File: config.mk
export PLATFORM = sky130hd
export DESIGN_NAME = mbus_host_if
export DESIGN_NICKNAME = d
export VERILOG_FILES = /design/src/rtl/mbus_pkg.sv /design/src/rtl/mbus_rst_sync.sv /design/src/rtl/mbus_sync_pipe.sv /design/src/rtl/mbus_strobe_dec.sv /design/src/rtl/mbus_reg_array.sv /design/src/rtl/mbus_host_if.sv
export SDC_FILE = /design/constraint.sdc
export NUM_CORES = 1
export LEC_CHECK = 0
export ABC_CLOCK_PERIOD_IN_PS = 17300
export BUFFER_PORTS_ARGS = -buffer_cell sky130_fd_sc_hd__buf_4
export CAP_MARGIN = 20
export CORE_AREA = 4 4 245 247
export CTS_BUF_LIST = sky130_fd_sc_hd__clkbuf_4
export CTS_CLUSTER_SIZE = 20
export DETAILED_ROUTE_END_ITERATION = 10
export DIE_AREA = 0 0 249 251
export HOLD_SLACK_MARGIN = 0.05
export PLACE_DENSITY_LB_ADDON = 0.15
export SYNTH_ARGS = -nofsm -noshare
export SYNTH_HDL_FRONTEND = slang
export SYNTH_SLANG_ARGS = --single-unit
File: constraint.sdc
create_clock -name clk -period 17.3 [get_ports clk]
set_input_delay 1.73 -clock clk [delete_from_list [all_inputs] [get_ports clk]]
set_output_delay 1.73 -clock clk [all_outputs]
set_load 0.02 [all_outputs]
File: src/rtl/mbus_pkg.sv
package mbus_pkg;
  localparam int DATA_W = 8;

  // one synchronized sample of every bus input
  typedef struct packed {
    logic              mode;
    logic              cs_n;
    logic              as;
    logic              stb_a;   // data strobe or read strobe (active low)
    logic              stb_b;   // read/write line or write strobe (active low)
    logic [DATA_W-1:0] ad;
  } bus_smp_t;

  // strobes parked high so no edge is seen as reset is left
  localparam bus_smp_t SMP_IDLE = '{mode: 1'b1, cs_n: 1'b1, as: 1'b1,
                                    stb_a: 1'b1, stb_b: 1'b1, ad: '0};
endpackage

File: src/rtl/mbus_rst_sync.sv
module mbus_rst_sync (
  input  logic clk,
  input  logic rst_n,
  output logic rst_sn
);
  logic r1_q, r2_q;

  always_ff @(posedge clk or negedge rst_n) begin
    if (!rst_n) begin
      r1_q <= 1'b0;
      r2_q <= 1'b0;
    end else begin
      r1_q <= 1'b1;
      r2_q <= r1_q;
    end
  end

  assign rst_sn = r2_q;
endmodule

File: src/rtl/mbus_sync_pipe.sv
module mbus_sync_pipe #(
  parameter int             W       = 13,
  parameter int             STAGES  = 2,
  parameter logic [W-1:0]   RST_VAL = '1
) (
  input  logic         clk,
  input  logic         rst_sn,
  input  logic [W-1:0] d,
  output logic [W-1:0] q
);
  logic [W-1:0] stg [STAGES];

  for (genvar gi = 0; gi < STAGES; gi++) begin : g_stage
    logic [W-1:0] nxt;
    if (gi == 0) begin : g_first
      assign nxt = d;
    end else begin : g_chain
      assign nxt = stg[gi-1];
    end
    always_ff @(posedge clk or negedge rst_sn) begin
      if (!rst_sn) stg[gi] <= RST_VAL;
      else         stg[gi] <= nxt;
    end
  end

  assign q = stg[STAGES-1];
endmodule

File: src/rtl/mbus_strobe_dec.sv
module mbus_strobe_dec
  import mbus_pkg::*;
(
  input  logic     clk,
  input  logic     rst_sn,
  input  bus_smp_t smp,
  output logic     as_fall,
  output logic     wr_en,
  output logic     rd_en
);
  logic prv_as_q, prv_a_q, prv_b_q;
  logic wr_mot, wr_int, rd_mot, rd_int;

  always_ff @(posedge clk or negedge rst_sn) begin
    if (!rst_sn) begin
      prv_as_q <= SMP_IDLE.as;
      prv_a_q  <= SMP_IDLE.stb_a;
      prv_b_q  <= SMP_IDLE.stb_b;
    end else begin
      prv_as_q <= smp.as;
      prv_a_q  <= smp.stb_a;
      prv_b_q  <= smp.stb_b;
    end
  end

  always_comb begin
    as_fall = prv_as_q & ~smp.as;
    // data strobe falls with the line in write direction
    wr_mot  = prv_a_q & ~smp.stb_a & ~smp.stb_b;
    // write strobe returns high
    wr_int  = ~prv_b_q & smp.stb_b;
    rd_mot  = smp.stb_a & smp.stb_b;
    rd_int  = ~smp.stb_a;
    wr_en   = ~smp.cs_n & (smp.mode ? wr_mot : wr_int);
    rd_en   = ~smp.cs_n & (smp.mode ? rd_mot : rd_int);
  end
endmodule

File: src/rtl/mbus_reg_array.sv
module mbus_reg_array #(
  parameter int NREG = 64,
  parameter int DW   = 8,
  localparam int AW  = $clog2(NREG)
) (
  input  logic          clk,
  input  logic          rst_sn,
  input  logic          wr_en,
  input  logic [AW-1:0] addr,
  input  logic [DW-1:0] wdata,
  output logic [DW-1:0] rdata
);
  logic [DW-1:0] mem_q [NREG];

  for (genvar gi = 0; gi < NREG; gi++) begin : g_byte
    logic hit;
    assign hit = wr_en && (addr == AW'(gi));
    always_ff @(posedge clk or negedge rst_sn) begin
      if (!rst_sn)  mem_q[gi] <= '0;
      else if (hit) mem_q[gi] <= wdata;
    end
  end

  assign rdata = mem_q[addr];
endmodule

File: src/rtl/mbus_host_if.sv
module mbus_host_if
  import mbus_pkg::*;
#(
  parameter int SYNC_STAGES = 2,
  parameter int NREG        = 64
) (
  input  logic              clk,
  input  logic              rst_n,
  input  logic              mode_sel,
  input  logic              cs_n,
  input  logic              as_in,
  input  logic              ds_rd_n,
  input  logic              rw_wr_n,
  input  logic [DATA_W-1:0] ad_in,
  output logic [DATA_W-1:0] ad_out,
  output logic              ad_oe
);
  localparam int AW    = $clog2(NREG);
  localparam int SMP_W = $bits(bus_smp_t);

  logic              rst_sn;
  bus_smp_t          raw, smp_s;
  logic              as_fall, wr_en, rd_en;
  logic [AW-1:0]     addr_q, addr_nxt;
  logic [DATA_W-1:0] rdata;

  mbus_rst_sync u_rst (.clk(clk), .rst_n(rst_n), .rst_sn(rst_sn));

  assign raw = '{mode: mode_sel, cs_n: cs_n, as: as_in,
                 stb_a: ds_rd_n, stb_b: rw_wr_n, ad: ad_in};

  mbus_sync_pipe #(.W(SMP_W), .STAGES(SYNC_STAGES), .RST_VAL(SMP_IDLE)) u_sync (
    .clk(clk), .rst_sn(rst_sn), .d(raw), .q(smp_s)
  );

  mbus_strobe_dec u_dec (
    .clk(clk), .rst_sn(rst_sn), .smp(smp_s),
    .as_fall(as_fall), .wr_en(wr_en), .rd_en(rd_en)
  );

  // address latch: independent of chip select
  always_comb begin
    addr_nxt = addr_q;
    if (as_fall) addr_nxt = smp_s.ad[AW-1:0];
  end

  always_ff @(posedge clk or negedge rst_sn) begin
    if (!rst_sn) addr_q <= '0;
    else         addr_q <= addr_nxt;
  end

  mbus_reg_array #(.NREG(NREG), .DW(DATA_W)) u_regs (
    .clk(clk), .rst_sn(rst_sn), .wr_en(wr_en),
    .addr(addr_q), .wdata(smp_s.ad), .rdata(rdata)
  );

  assign ad_oe  = rd_en;
  assign ad_out = rd_en ? rdata : '0;
endmodule

; Word-level counts from Yosys, hierarchy flattened
; Cells that the tools add are included.
[totals]
regBits = 549
input_bits = 15
output_inout_bits = 9
[op_classes]
magnitude_cmp = 1
eq_ne = 63
mux = 6
bitwise_logic = 13
n_reduce_logical = 65
[op_table]
columns = cell, n
row1 = $eq 6x6->1 const B, 32
row2 = $eq 6x5->1 const B, 16
row3 = $logic_and 1x1->1, 64
row4 = $bmux 8 s6, 1
row5 = $eq 6x4->1 const B, 8
row6 = $eq 6x3->1 const B, 4
row7 = $mux 8, 3
row8 = $eq 6x2->1 const B, 2
row9 = $and 1x1->1, 7
row10 = $ge 7x7->1 const B, 1
row11 = $not 6->7, 1
row12 = $eq 6x1->1 const B, 1
row13 = $logic_not 6->1, 1
row14 = $not 1->1, 5
row15 = $mux 1, 2

; Longest topological paths before layout
; Gate-level depths: netlist of run 1.
[depth]
depth_word = 6
ltp_mapped = 9
mapped_depth_nobuf = 5

; By module
; From an unflattened synthesis of run 1, not the netlist that was laid out.
[hier_totals]
cells_unflattened = 1533
hier_area_um2 = 24317.1
[modules_own_cells]
columns = mod, n_inst, cells_per_inst, area_each_um2, seq_area_each_um2
row1 = mbus_reg_array, 1, 1473, 23172.2, 12812.3
row2 = mbus_sync_pipe, 1, 26, 663.1, 663.1
row3 = mbus_host_if, 1, 21, 301.5, 150.1
row4 = mbus_strobe_dec, 1, 10, 126.4, 78.8
row5 = mbus_rst_sync, 1, 3, 53.8, 50.0

; Least setup slack after synthesis of run 1
; OpenSTA, ideal clock, no wires.
[synth_path]
path_type = register to output
from = reg addr_q[0]
to = out ad_out[0]
arrival_ns = 2.138
required_time_ns = 15.570
setup_slack_ns = 13.432
stages_incl_launch_ff = 9
n_path_buf = 3
cell_sequence = dfrtp_1 > buf_2 > buf_4 > buf_2 > mux4_2 > mux2i_1 > o22ai_1 > o41ai_1 > a21oi_1
[synth_via]
elab_chain_cells = 5
[synth_lines]
columns = item, line
row1 = start: declaration, mbus_host_if.sv:24  ; logic [AW-1:0] addr_q, addr_nxt;
row2 = start signal: assignment, mbus_host_if.sv:49  ; else addr_q <= addr_nxt;
row3 = $not 6->7 (not written as such), mbus_reg_array.sv:24  ; assign rdata = mem_q[addr];
row4 = $bmux 8 s6, mbus_reg_array.sv:24
row5 = $mux 8 (not written as such) (2 in a row), mbus_reg_array.sv:24
row6 = $mux 8, mbus_host_if.sv:58  ; assign ad_out = rd_en ? rdata : '0;
row7 = end: declaration, mbus_host_if.sv:15  ; output logic [DATA_W-1:0] ad_out,
; No other way between the ends. The select of a mux whose other input is x is not followed.

; Final worst setup path of run 1
[layout_path]
from = reg addr_q[0]
to = out ad_out[1]
; The elaborated chain is that of the path after synthesis.

==> impl_metrics.tcl, run 1 <==
set metrics [dict create \
    status "finished clean" \
    routed_wl_um 60600 \
    crit_path_start "addr_q[0]$_DFFE_PN0P_" \
    dp_hpwl_um 35300 \
    critPathMaxStageDelay_ps 960 \
    crit_required_ps 15570 \
    grt-ovfl-total 0 \
    fin_crit_ps 7000 \
    nFillCells 5041 \
    core-area_um2 57600 \
    leakage_uw 0.0133 \
    worst_setup_path_start_kind "register" \
    cts_tree "done" \
    rsz0062_at_grt "false" \
    vias 14300 \
    placed_cells 2283 \
    tightest_slew_ps 1100 \
    final_core_util 0.480 \
    max_cap_viol_count 0 \
    drtIter0Drc 793 \
    grt_max_degree 163 \
    clock_tree.root_cell "clkbuf_4" \
    fin_skew_ps 51.8 \
    synth_cells 1595 \
    cts.repair.resized 0 \
    avgRoutedWirePerCell_um 23.7 \
    instances_no_fill 2555 \
    clk_path_buf_depth 3 \
    syn_nets 1610 \
    tns_ps 0 \
    numPortBuffers 23 \
    first_pass_iters 5 \
    rows 88 \
    mostFrequentLayoutCell "mux2_2" \
    cts.sinks 549 \
    clkTransAtPathRegs_ps 70 \
    drv_slew 0 \
    clk_latency_ps 980 \
    cts_setup_buffers 0 \
    irDropWorstVdd_mv 0.0577 \
    max_slew_margin 0.268 \
    path_cells "buf_4 -> buf_4 -> mux4_2 -> mux4_2 -> a21oi_1 -> a21oi_1 -> buf_4" \
    p_comb_frac 0.116 \
    viasPerCell 5.61 \
    die_area_um2 62500 \
    worstSetupEndpointType "output port" \
    synthDistinctLibCells 43 \
    start_util 0.430 \
    setup_viol_count_final 0 \
    cts-hold-fix-buffers 0 \
    numCtsBuffers 153 \
    nets 1690 \
    grtUsageTotal 0.197 \
    cpMaxStageDelayCell "dfrtp_4" \
    reg2reg_from "addr_q[0]$_DFFE_PN0P_" \
    switching_share 0.263 \
    yosys_warnings 0 \
    ioPinCount 24 \
    power_frac_clock 0.405 \
    detail-route-antenna-nets 0 \
    final_hold_viol_count 0 \
    p_sw_uw 789 \
    htreeDepth 4 \
    p_int_uw 2220 \
    synth_seq_cells 549 \
    hold_class "reg -> async" \
    pwr_density_cell_nw_per_um2 109 \
    layout_common_cells "mux2_2, dfrtp_1, clkbuf_4" \
    critPathMostFrequentCell "buf_4" \
    pwr-share-seq 0.479 \
    crit_arrival_ps 5270 \
    grt_pass1_vias 15400 \
    fmax_mhz 143 \
    chipWidth_um 249 \
    antenna_found_initial 2 \
    drive_gt1_frac 0.582 \
    synth_seq_area_share 0.556 \
    fin_crit_sh 0.405 \
    chipHeight_um 251 \
    critPathKind "reg -> out" \
    avgSynthCellArea_um2 15.5 \
    synthToLayoutAreaGrowth_pct 11.7 \
    synth_area_um2 24700 \
    worstPathMaxFanout 42 \
    drc 0 \
    grt_pass1_wl_um 94400 \
    place.gp.congestion 0.799 \
]
[through the flow]
| step | total power (uW) | hold WS (ps) | cell area [um2] | setup slack, ps |
|---|---|---|---|---|
| 2_1_floorplan | 1710 | 331 | 24700 | 888 |
| 3_3_place_gp | 1800 | 320 | 25600 | 11180 |
| 3_5_place_dp | 1810 | 324 | 25600 | 11140 |
| 4_1_cts | 3060 | 331 | 27600 | 10010 |
| 5_1_grt | 3170 | 322 | 27600 | 9800 |
| 6_report | 3010 | 300 | 27600 | 10300 |
[sequential cells by signal, summed over array words and instances (netlist names)]
signal / cells
u_dec.prv_a_q: 1
u_dec.prv_b_q: 1
u_sync.q: 13
u_sync.g_stage.nxt: 13
u_rst.rst_sn: 1
addr_q: 6
u_rst.r1_q: 1
u_regs.mem_q: 512
u_dec.prv_as_q: 1
[layout make-up]
cell class | count | area, um2 | area share
well taps | 765 | 957 | 0.0346
diodes | 7 | 17.5 | 0.000634
clock inverters | 26 | 220 | 0.00797
repair buffers | 51 | 428 | 0.0155
clock buffers | 237 | 1780 | 0.0644
flip-flops and latches | 549 | 13800 | 0.499
multi-input cells | 920 | 10500 | 0.378
[logic make-up after synthesis]
family,after synthesis,synth area share
other,1,0.000152
buffers and inverters,126,0.0216
and+or+nand+nor,118,0.0313
muxes,702,0.365
AOI/OAI and AO/OA,99,0.0263
DFF,549,0.556
[layer usage]
metal / vias to the layer above / part of all wire / global-route usage
met3: 88 / 0.053 / 0.0527
met4: 0 / 0.018 / 0.0665
met5: - / 0 / 0
met1: 7722 / 0.46 / 0.275
met2: 321 / 0.47 / 0.301
li1: 6214 / - / -
[Yosys cell counts, drive strengths merged]
cell	n	area [um2]
nand3b	2	15.0
or3b	1	8.76
o21ai	8	40.0
nor4	3	48.8
mux2i	40	400
clkbuf	72	270
conb	1	3.75
nor3b	3	32.5
buf	54	264
a21o	1	7.51
nor2	22	120
mux2	558	6280
and3	1	6.26
mux4	104	2340
a22o	8	70.1
o41ai	8	70.1
nand4bb	1	11.3
nor2b	11	68.8
a211oi	8	60.1
dfstp	13	342
nor3	17	151
nand2b	10	62.6
and4	1	8.76
dfrtp	536	13400
a21oi	26	134
and2	1	6.26
nand3	7	40.0
or2	1	6.26
nand2	37	189
o22ai	24	150
a22oi	16	120
[critical path, delay by kind of cell, from the launching register on]
kind / cells / cell delay [ps]
flops: 1 / 960
buf+inv: 3 / 1750
mux: 2 / 1050
compound gates: 2 / 490
[power groups by stage]
| stage | Sequential (uW) | Combinational (uW) | Clock, uW |
|---|---|---|---|
| 2_1_floorplan | 1440 | 266 | 0 |
| 3_3_place_gp | 1460 | 343 | 0 |
| 3_5_place_dp | 1460 | 350 | 0 |
| 4_1_cts | 1440 | 351 | 1270 |
| 5_1_grt | 1450 | 376 | 1340 |
| 6_report | 1440 | 347 | 1220 |
[final timing paths]
path / end / slack, ps / cells past startpoint
worst max-delay path: ad_out[1] / 10300 / 7
worst min-delay path: u_sync.q[7]$_DFF_PN0_ / 300 / 0
worst max register to register: u_regs.mem_q[342]$_DFFE_PN0P_ / 12730 / 6
worst min register to register: u_sync.q[7]$_DFF_PN0_ / 300 / 0
max in group asynchronous: u_regs.mem_q[187]$_DFFE_PN0P_ / 14020 / 3
min in group clk: u_sync.q[7]$_DFF_PN0_ / 330 / 0
Power figures use the tool's default switching activity.
==> run 2: changes to the inputs <==
--- a/config.mk
+++ b/config.mk
@@ -5,14 +5,15 @@
 export SDC_FILE = /design/constraint.sdc
 export NUM_CORES = 1
 export LEC_CHECK = 0
-export ABC_CLOCK_PERIOD_IN_PS = 17300
+export ABC_AREA = 1
+export ABC_CLOCK_PERIOD_IN_PS = 5900
 export BUFFER_PORTS_ARGS = -buffer_cell sky130_fd_sc_hd__buf_4
 export CAP_MARGIN = 20
-export CORE_AREA = 4 4 245 247
+export CORE_AREA = 4 4 249 251
 export CTS_BUF_LIST = sky130_fd_sc_hd__clkbuf_4
 export CTS_CLUSTER_SIZE = 20
 export DETAILED_ROUTE_END_ITERATION = 10
-export DIE_AREA = 0 0 249 251
+export DIE_AREA = 0 0 253 255
 export HOLD_SLACK_MARGIN = 0.05
 export PLACE_DENSITY_LB_ADDON = 0.15
 export SYNTH_ARGS = -nofsm -noshare
==> constraint.sdc (replaced) <==
create_clock -name clk -period 5.9 [get_ports clk]
set_input_delay 0.59 -clock clk [delete_from_list [all_inputs] [get_ports clk]]
set_output_delay 0.59 -clock clk [all_outputs]
set_load 0.02 [all_outputs]
==> run 2 against run 1 <==
Against the previous run:
- sequential power increased to 3.1 times the previous value
- sequential cell count is the same
- synthesized area up 3.0%
- die area is 3.2% higher
- worst setup slack lost 9400 ps
- total power grew to 3.2 times the previous value
- critical endpoint is now ad_out[5]
- largest cell class unchanged
- largest power group unchanged
==> impl_metrics.tcl, run 2 <==
set metrics [dict create \
    status "finished clean" \
    async_flop_share 1.00 \
    grt_pass1_wl_um 126000 \
    cpMaxStageDelayCell "inv_4" \
    clock_tree.root_cell "clkbuf_4" \
    synthAdderAreaFrac 0 \
    final_hold_viol_count 0 \
    drv_slew 0 \
    cts.sinks 549 \
    synth_edf_count 0 \
    nets 3319 \
    dp_hpwl_um 48200 \
    p_comb_frac 0.154 \
    synth.area.mux_share 0 \
    mostFrequentLayoutCell "nand2_1" \
    hold_class "in -> reg" \
    start_util 0.426 \
    tns_ps 0 \
    fin_skew_ps 66.0 \
    rows 90 \
    clkTransAtPathRegs_ps 60 \
    irDropWorstVdd_mv 0.180 \
    detail-route-antenna-nets 0 \
    switching_share 0.308 \
    yosys-top-cells-count "nand2_1, dfrtp_1, o21ai_0" \
    max_cap_viol_count 0 \
    first_pass_iters 6 \
    grt_pass1_vias 20900 \
    routed_wl_um 80300 \
    worst_setup_path_start_kind "register" \
    max_slew_margin 0.240 \
    critPathKind "reg -> out" \
    grt_max_degree 179 \
    grtUsageTotal 0.252 \
    drc 0 \
    synth_seq_cells 549 \
    chipWidth_um 253 \
    synthToLayoutAreaGrowth_pct 10.2 \
    yosysMostFrequentCell "nand2_1" \
    rsz0062_at_grt "false" \
    numPortBuffers 23 \
    antenna_found_initial 3 \
    numCtsBuffers 154 \
    critPathMostFrequentCell "nand2_1" \
    vias 21900 \
    worstSetupEndpointType "output port" \
    largest_register "u_regs.mem_q" \
    synthSimpleGateAreaFrac 0.291 \
    synth_top_family_by_area "simple AND/OR/NAND/NOR gates" \
    drtIter0Drc 2287 \
    p_sw_uw 2940 \
    ioPinCount 24 \
    path_cells "inv_4 -> buf_12 -> nor2_4 -> nand2_1 -> nand3_1 -> nand2_1 -> nand2_1 -> o21ai_0 -> nand2_1 -> nor2_1 -> nor2_1 -> buf_4" \
    largest_register_ffs 512 \
    total_power_uw 9560 \
    synth.largest_area_cell "dfrtp_1" \
    die_area_um2 64500 \
    nFillCells 6034 \
    crit_required_ps 5310 \
    viasPerCell 5.21 \
    worstPathMaxFanout 94 \
    avgSynthCellArea_um2 7.73 \
    p_int_uw 6620 \
    critPathMaxStageDelay_ps 670 \
    avgRoutedWirePerCell_um 19.1 \
    clk_latency_ps 1000 \
    core-area_um2 59900 \
    fin_crit_ps 5000 \
    synth_compound_area_frac 0.118 \
    chipHeight_um 255 \
    multi_input_area_um2 10400 \
    clk_path_buf_depth 3 \
    cts_setup_buffers 0 \
    fin_crit_sh 0.848 \
    synth_cells 3296 \
    fmax_mhz 200 \
    layout_common_cells "nand2_1, dfrtp_1, o21ai_0" \
    pwr_density_cell_nw_per_um2 340 \
    crit_arrival_ps 4410 \
    synth_area_um2 25500 \
    htreeDepth 4 \
    tightest_slew_ps 1140 \
    synth-xor-area-share 0 \
    power_frac_clock 0.378 \
    synth.area.top_cells "dfrtp_1, nand2_1, o21ai_0, a21oi_1, clkbuf_1" \
    drive_gt1_frac 0.115 \
    leakage_uw 0.0142 \
    yosysTopAreaCellShare 0.526 \
    place.gp.congestion 0.938 \
    grt-ovfl-total 0 \
    synth_seq_area_share 0.540 \
    syn_nets 3311 \
    yosys_warnings 0 \
    synth-main-ff-cell "dfrtp_1" \
    synthDistinctLibCells 24 \
    pwr-share-seq 0.468 \
    setup_viol_count_final 0 \
    seqCellArea_um2 13800 \
    cts_tree "done" \
]
-- run 2: cell count changes after synthesis, sizes merged, moves of 55 or more --
cell,before,now
mux2,558,0
nor2,22,133
mux4,104,0
nand2,37,1690
o21ai,8,520
inv,0,83
a21oi,26,81
-- run 2: area by class of cell --
type / count / share of cell area
Inverter: 84 / 0.0117
Timing Repair Buffer: 60 / 0.0203
Multi-Input combinational cell: 2455 / 0.371
Tap cell: 782 / 0.0348
Clock buffer: 229 / 0.0612
Sequential cell: 549 / 0.490
Antenna cell: 7 / 0.000624
Clock inverter: 37 / 0.0102
-- run 2: through the flow --
step / hold slack, ps / worst slack, ps / instance area (um2) / utilization / cells
floorplan: 294 / 570 / 25500 / - / 3296
global placement: 332 / 1960 / 25900 / 0.432 / 3914
detailed placement: 336 / 2000 / 25900 / 0.432 / 3914
CTS: 151 / 842 / 28000 / 0.468 / 4195
global route: 154 / 600 / 28100 / 0.469 / 4203
finish: 240 / 895 / 28100 / 0.469 / 4203
-- run 2: repair_timing --
| item | in CTS | in global routing |
|---|---|---|
| endpoints found under the hold margin | 15 | 0 |
| resized for setup | 0 | 0 |
| hold buffers | 15 | 0 |
-- run 2: path summary, 6_finish.rpt --
| path | to | startpoint | depth (start not counted) | slack (ps) |
|---|---|---|---|---|
| max in group asynchronous | u_regs.mem_q[498]$_DFFE_PN0P_ | u_rst.rst_sn$_DFF_PN0_ | 1 | 3770 |
| setup / recovery | ad_out[5] | addr_q[0]$_DFFE_PN0P_ | 12 | 900 |
| setup reg to reg | u_regs.mem_q[275]$_DFFE_PN0P_ | addr_q[0]$_DFFE_PN0P_ | 7 | 2610 |
| hold reg to reg | u_sync.q[4]$_DFF_PN0_ | u_sync.g_stage[1].nxt[4]$_DFF_PN0_ | 0 | 350 |
| hold / removal | u_sync.g_stage[1].nxt[1]$_DFF_PN0_ | ad_in[1] | 2 | 240 |
| min in group asynchronous | u_regs.mem_q[140]$_DFFE_PN0P_ | u_rst.rst_sn$_DFF_PN0_ | 0 | 470 |
-- run 2: cells by family after synthesis --
family / Yosys count
AOI/OAI and AO/OA: 601
buffers and inverters: 292
DFF: 549
other: 1
and+or+nand+nor: 1853
-- run 2: critical path, delay by kind of cell, from the launching register on --
kind | cells | cell delay (ps)
buffers and inverters | 3 | 1290
DFF | 1 | 620
and+or+nand+nor | 8 | 1260
AOI/OAI and AO/OA | 1 | 190
-- run 2: routing by layer --
layer,GRT usage,vias to the layer above,routed length [um]
li1,-,10500,-
met1,0.363,10500,36500
met2,0.375,771,35400
met3,0.0600,144,6150
met4,0.0894,0,2150
met5,0,-,0
-- run 2: power groups by stage --
stage,logic (uW),clock network [uW],registers [uW]
2_1_floorplan,991,0,4510
3_3_place_gp,1430,0,4520
6_report,1470,3610,4480
3_5_place_dp,1450,0,4540
5_1_grt,1660,3940,4530
4_1_cts,1460,3710,4470
